--- src/rtl/scr_pkg.sv ---
package scr_pkg;
  localparam int REG_W    = 16;
  localparam int LANE_W   = 8;
  localparam int LANES    = REG_W / LANE_W;
  localparam int CODE_LSB = REG_W - LANE_W;
  localparam int ROM_BIT  = 0;
  localparam int EXT_BIT  = 1;

  typedef struct packed {
    logic ext;
    logic rom;
  } scr_fields_t;

  // Full-width access: every byte lane enabled.
  function automatic logic lanes_full(input logic [LANES-1:0] be);
    return &be;
  endfunction

  function automatic logic code_ok(input logic [LANE_W-1:0] code_byte,
                                   input logic [LANE_W-1:0] unlock);
    return code_byte == unlock;
  endfunction

  // Memory enable may only fall; external bus enable follows the data.
  function automatic scr_fields_t merge_fields(input scr_fields_t cur,
                                               input logic [1:0] low_bits);
    scr_fields_t nxt;
    nxt.rom = cur.rom & low_bits[ROM_BIT];
    nxt.ext = low_bits[EXT_BIT];
    return nxt;
  endfunction

  function automatic logic [REG_W-1:0] read_image(input scr_fields_t f);
    logic [REG_W-1:0] img;
    img          = '0;
    img[ROM_BIT] = f.rom;
    img[EXT_BIT] = f.ext;
    return img;
  endfunction
endpackage

--- src/rtl/scr_access_decode.sv ---
module scr_access_decode
  import scr_pkg::*;
#(
  parameter int               ADDR_W   = 8,
  parameter logic [ADDR_W-1:0] REG_ADDR = 'h03,
  parameter logic [LANE_W-1:0] UNLOCK   = 8'h5A
) (
  input  logic [ADDR_W-1:0] addr,
  input  logic [LANE_W-1:0] code_byte,
  input  logic [LANES-1:0]  be,
  input  logic              we,
  output logic              addr_hit,
  output logic              write_accept,
  output logic              write_reject
);
  logic qualified;

  always_comb begin
    addr_hit     = (addr == REG_ADDR);
    qualified    = lanes_full(be) && code_ok(code_byte, UNLOCK);
    write_accept = we && addr_hit && qualified;
    write_reject = we && addr_hit && !qualified;
  end
endmodule

--- src/rtl/scr_field_store.sv ---
module scr_field_store
  import scr_pkg::*;
(
  input  logic        clk,
  input  logic        rst_n,
  input  logic        write_accept,
  input  logic [1:0]  low_bits,
  output scr_fields_t fields
);
  localparam scr_fields_t RESET_FIELDS = '{ext: 1'b0, rom: 1'b1};

  always_ff @(posedge clk or negedge rst_n) begin
    if (!rst_n) begin
      fields <= RESET_FIELDS;
    end else if (write_accept) begin
      fields <= merge_fields(fields, low_bits);
    end
  end
endmodule

--- src/rtl/scr_reject_pulse.sv ---
module scr_reject_pulse (
  input  logic clk,
  input  logic rst_n,
  input  logic write_reject,
  output logic key_error
);
  always_ff @(posedge clk or negedge rst_n) begin
    if (!rst_n) begin
      key_error <= 1'b0;
    end else begin
      key_error <= write_reject;
    end
  end
endmodule

--- src/rtl/scr_keyed_ctrl.sv ---
module scr_keyed_ctrl
  import scr_pkg::*;
#(
  parameter int               ADDR_W   = 8,
  parameter logic [ADDR_W-1:0] REG_ADDR = 'h03,
  parameter logic [LANE_W-1:0] UNLOCK   = 8'h5A
) (
  input  logic              clk,
  input  logic              rst_n,
  input  logic [ADDR_W-1:0] bus_addr,
  input  logic [REG_W-1:0]  bus_wdata,
  input  logic [LANES-1:0]  bus_be,
  input  logic              bus_we,
  output logic [REG_W-1:0]  bus_rdata,
  output logic              rom_en,
  output logic              extbus_en,
  output logic              key_error
);
  logic        addr_hit;
  logic        write_accept;
  logic        write_reject;
  scr_fields_t fields;
  logic        unused_wdata_bits;

  // Reserved data bits are discarded by design.
  assign unused_wdata_bits = &{1'b0, bus_wdata[CODE_LSB-1:2]};

  scr_access_decode #(
    .ADDR_W  (ADDR_W),
    .REG_ADDR(REG_ADDR),
    .UNLOCK  (UNLOCK)
  ) u_decode (
    .addr        (bus_addr),
    .code_byte   (bus_wdata[REG_W-1:CODE_LSB]),
    .be          (bus_be),
    .we          (bus_we),
    .addr_hit    (addr_hit),
    .write_accept(write_accept),
    .write_reject(write_reject)
  );

  scr_field_store u_store (
    .clk         (clk),
    .rst_n       (rst_n),
    .write_accept(write_accept),
    .low_bits    (bus_wdata[1:0]),
    .fields      (fields)
  );

  scr_reject_pulse u_reject (
    .clk         (clk),
    .rst_n       (rst_n),
    .write_reject(write_reject),
    .key_error   (key_error)
  );

  assign rom_en    = fields.rom;
  assign extbus_en = fields.ext;
  assign bus_rdata = addr_hit ? read_image(fields) : '0;
endmodule

--- config.mk ---
export PLATFORM = sky130hd
export DESIGN_NAME = scr_keyed_ctrl
export DESIGN_NICKNAME = d
export VERILOG_FILES = /design/src/rtl/scr_pkg.sv /design/src/rtl/scr_access_decode.sv /design/src/rtl/scr_field_store.sv /design/src/rtl/scr_reject_pulse.sv /design/src/rtl/scr_keyed_ctrl.sv
export SDC_FILE = /design/constraint.sdc
export NUM_CORES = 1
export LEC_CHECK = 0
export BUFFER_PORTS_ARGS = -buffer_cell sky130_fd_sc_hd__buf_4
export CAP_MARGIN = 20
export CORE_AREA = 2 2 39 41
export DETAILED_ROUTE_END_ITERATION = 8
export DIE_AREA = 0 0 41 43
export MAX_ROUTING_LAYER = met4
export PLACE_DENSITY = 0.77
export SLEW_MARGIN = 10
export SYNTH_ARGS = -nofsm -noshare
export SYNTH_HDL_FRONTEND = slang
export SYNTH_SLANG_ARGS = --single-unit
--- constraint.sdc ---
create_clock -name clk -period 2.25 [get_ports clk]
set_clock_uncertainty 0.05 [all_clocks]
set_input_delay 0.45 -clock clk [delete_from_list [all_inputs] [get_ports clk]]
set_output_delay 0.45 -clock clk [all_outputs]
set_load 0.02 [all_outputs]
# Word level (Yosys, flattened, before mapping)
# Cells that the tools add are included.
[totals]
register_bits = 3
inputBits = 29
output_inout_bits = 19
[classes]
n_eq_ne = 2
n_mux = 1
n_bitwise = 1
n_reduce_logical = 6
[ops]
columns = ["op", "count"]
rows = [
  ["$eq 8x2->1 const B", 1],
  ["$eq 8x7->1 const B", 1],
  ["$logic_and 1x1->1", 4],
  ["$mux 2", 1],
  ["$reduce_and 2->1", 1],
  ["$and 1x1->1", 1],
  ["$logic_not 1->1", 1],
]

# Longest topological paths before layout
[depth]
ltp_word = 4
mapped_depth = 4
mapped_depth_nobuf = 4

# By module
# A second synthesis with hierarchy kept.
[hier_totals]
cells_unflattened = 34
hier_area_um2 = 302.8
[by_module_without_submodules]
columns = ["mod", "instances", "cells_each", "area_each_um2", "seq_area_each_um2"]
rows = [
  ["scr_keyed_ctrl", 1, 17, 121.4, 0.0],
  ["scr_access_decode", 1, 11, 78.8, 0.0],
  ["scr_field_store", 1, 5, 77.6, 51.3],
  ["scr_reject_pulse", 1, 1, 25.0, 25.0],
]

# Least setup slack after synthesis
# OpenSTA, ideal clock, no wires.
[synth_path]
path_type = "in2out"
startpoint = "input port bus_addr[7]"
endpoint = "output port bus_rdata[0]"
arrival_ps = 1420
t_required_ps = 1750
slack_ps = 330
stages = 3
path_buffers = 0
path_cell_list = "or4_4 > nor4_4 > and2_2"
[synth_between]
elab_chain_len = 2
[synth_rtl]
columns = ["element", "line", "source"]
rows = [
  ["from (decl)", "scr_keyed_ctrl.sv:10", "input logic [ADDR_W-1:0] bus_addr,"],
  ["$eq 8x2->1", "scr_access_decode.sv:19", "addr_hit = (addr == REG_ADDR);"],
  ["$mux 2", "scr_keyed_ctrl.sv:59", "assign bus_rdata = addr_hit ? read_image(fields) : '0;"],
  ["to (decl)", "scr_keyed_ctrl.sv:14", "output logic [REG_W-1:0] bus_rdata,"],
]
# Every way passes these cells.

# Final worst setup path
# Same ends and word-level chain as after synthesis.

==> flow_summary_export.csv <==
group,metric,value,unit
status,status,"complete, no violations",
sta,slew_violations,0,
clocking,clk_pin_slew,0.04,ns
worst_setup_path,critPathSlowestCell,"or4_4",
worst_setup_path,reg2reg_depth,1,
yosys,ys_ff_latch,3,
global_routing,grt_max_degree,4,
clocking,cts_setup_buffers,0,
flow_run,drv_cap,0,
place,dp_slack,0.155,ns
global_routing,gr-total-overflow,0,
yosys,syn_inst,32,
clocking,cts.sinks,3,
sta,fmax,481,MHz
min_path,min_path_type,"in -> reg",
layout,area_growth,67.2,%
yosys,synth_area,313,sq um
routing,vias,298,
floorplan,die_w,41,microns
layout,nNetsFinal,94,
place,dp_hpwl,651,microns
worst_setup_path,setup.worst_path.class,"in -> out",
clocking,clock_latency,0.24,ns
worst_setup_path,crit_family,"simple AND/OR/NAND/NOR gates",
worst_setup_path,cp_max_fo,3,
global_routing,grt_usage,9.80,%
worst_setup_path,r2r_slack,1.45,ns
floorplan,num_io_pins,48,
floorplan,core-area,1380,sq um
sta,period_share,92.4,%
sta,fin_ws,0.172,ns
worst_setup_path,regToRegEndpoint,"u_store.fields[1]",
worst_setup_path,cp.required,1.75,ns
pwr,power,0.209,mW
pwr,pwr_density_cell,400,nW/um^2
clocking,htreeDepth,1,
place,post-place-cells,75,
worst_setup_path,critical_path_depth,5,
yosys,synth_cell_types,16,
sta,rsz0062_at_grt,"no",
worst_setup_path,crit_path_start_kind,"input port",
place,place_congestion,0.570,
worst_setup_path,cp-endpoint,"bus_rdata[0]",
yosys,yosysTopAreaCellShare,33.6,%
layout,drive_gt1_share,60.9,%
clocking,cts_resized,0,
yosys,postSynthAreaPerCell,9.78,sq um
worst_setup_path,cpPeakStageDelay,0.53,ns
floorplan,die_y,43,microns
routing,wl,741,microns
worst_setup_path,r2r-start,"u_store.fields[1]",
worst_setup_path,cp.arrival,1.58,ns
layout,stdcell_count,80,
yosys,synth_warnings,0,
layout,n_antenna_cell,0,
routing,drc_errors,0,
clocking,tritoncts,"built",
floorplan,rows,14,
routing,ant_nets,0,
place,port_buffers,27,
sta,setup_viol,0,
worst_setup_path,startpoint,"bus_addr[7]",
global_routing,grt_pass1_vias,308,
worst_setup_path,worstPathCellList,"buf_4 > or4_4 > nor4_4 > and2_2 > buf_4",
floorplan,start_util,22.6,%
yosys,synth_area_leaders,"buf_4 (34%), dfrtp_1 (16%), dfstp_2 (8.4%), nor4_4 (6.8%), and2_2 (4.8%)",
clocking,clock_path_buffers,2,
clocking,cts_buffers,3,
sta,tns,0,ns
routing,wl_per_cell,9.26,microns
clocking,ctsRootBufferMaster,"clkbuf_4",
sta,finalHoldViolations,0,
floorplan,die-area,1760,sq um
routing,drt-pass1-iter-count,2,
sta,final.min_clock_period,2.08,ns
clocking,cts_hold_buf,1,
pwr,ir_worst_vdd,0.148,mV
pwr,p_leak,0.282,nW
global_routing,antenna_found_initial,0,
yosys,synth.yosys.seq_area_share,24.4,%
yosys,synth_top_area_cell,"buf_4",
worst_setup_path,end_kind,"primary output",
worst_setup_path,critPathMostFrequentCell,"buf_4",
global_routing,grt_pass1_wl,1.05,mm
worst_setup_path,cp_num_buf_inv,2,
routing,viasPerCell,3.73,
routing,drtIter0Drc,1,
-- placed cells by master, fill, tap and decap left out --
master and instances:
dfrtp_1 2, dlygate4sd3_1 1, nand4b_1 1, nand4bb_1 1
and2_2 2, conb_1 14, buf_4 28, inv_1 1
clkbuf_1 1, or4_4 1, mux2_4 1, nand3_2 1
nor4_4 1, nor4_2 1, nor2_1 1, nand2_1 2
o21a_1 1, clkbuf_4 3, dfstp_2 1
-- power breakdown --
group          total, mW  switching, mW  internal (mW)
clock             0.0969         0.0303         0.0666
sequential        0.0543      0.0000103         0.0543
combinational     0.0578         0.0302         0.0277
-- per-stage QoR --
| stage | hold slack [ns] | cell area (sq um) | utilization [%] |
|---|---|---|---|
| after floorplan | 0.104 | 362 | - |
| after global placement | 0.189 | 487 | 35.2 |
| after detailed placement | 0.190 | 487 | 35.2 |
| after CTS | 0.400 | 523 | 37.8 |
| after global routing | 0.398 | 523 | 37.8 |
| final | 0.395 | 523 | 37.8 |
-- metal layers --
layer,vias up,wire length (microns),global-route usage [%]
met1,138,168,4.87
li1,143,-,-
met2,17,480,19.4
met3,0,92,3.14
met5,-,0,-
met4,0,0,8.00
-- layout make-up --
type	count	area (sq um)
multi-input cells	27	176
well taps	16	20.0
fillers	157	861
flip-flops and latches	3	76.3
repair buffers	29	220
clock buffers	4	26.3
inverters	1	3.75
-- kinds of logic (layout without fill, tap and decap cells) --
group | count (synthesis) | count (layout) | synth area share [%]
AO/OA/AOI/OAI | 1 | 1 | 2.40
buffers and inverters | 15 | 34 | 34.8
flip-flops | 3 | 3 | 24.4
multiplexers | 1 | 1 | 4.80
other | 1 | 14 | 1.20
AND/OR/NAND/NOR | 11 | 11 | 32.4
-- synth_stat cells --
cell,n
buf_4,14
and2_2,2
dfrtp_1,2
nand2_1,2
conb_1,1
dfstp_2,1
inv_1,1
mux2_4,1
nand3_2,1
nand4b_1,1
nand4bb_1,1
nor2_1,1
nor4_2,1
nor4_4,1
o21a_1,1
or4_4,1
-- registers in the layout (all words and copies together), names as in the netlist --
signal	cells
u_store.fields	2
u_reject.key_error	1
-- how the worst min path moves through the flow --
stage	from	to	slack [ns]	cells after the start
3_3_place_gp	rst_n	u_store.fields[1]	0.19	1
6_report	bus_wdata[0]	u_store.fields[0]	0.39	2
4_1_cts	bus_wdata[1]	u_store.fields[1]	0.40	2
5_1_grt	bus_wdata[0]	u_store.fields[0]	0.40	2
2_1_floorplan	rst_n	u_reject.key_error	0.10	0
3_5_place_dp	rst_n	u_store.fields[1]	0.19	1
Note: power is estimated with default switching activity, not from simulation.
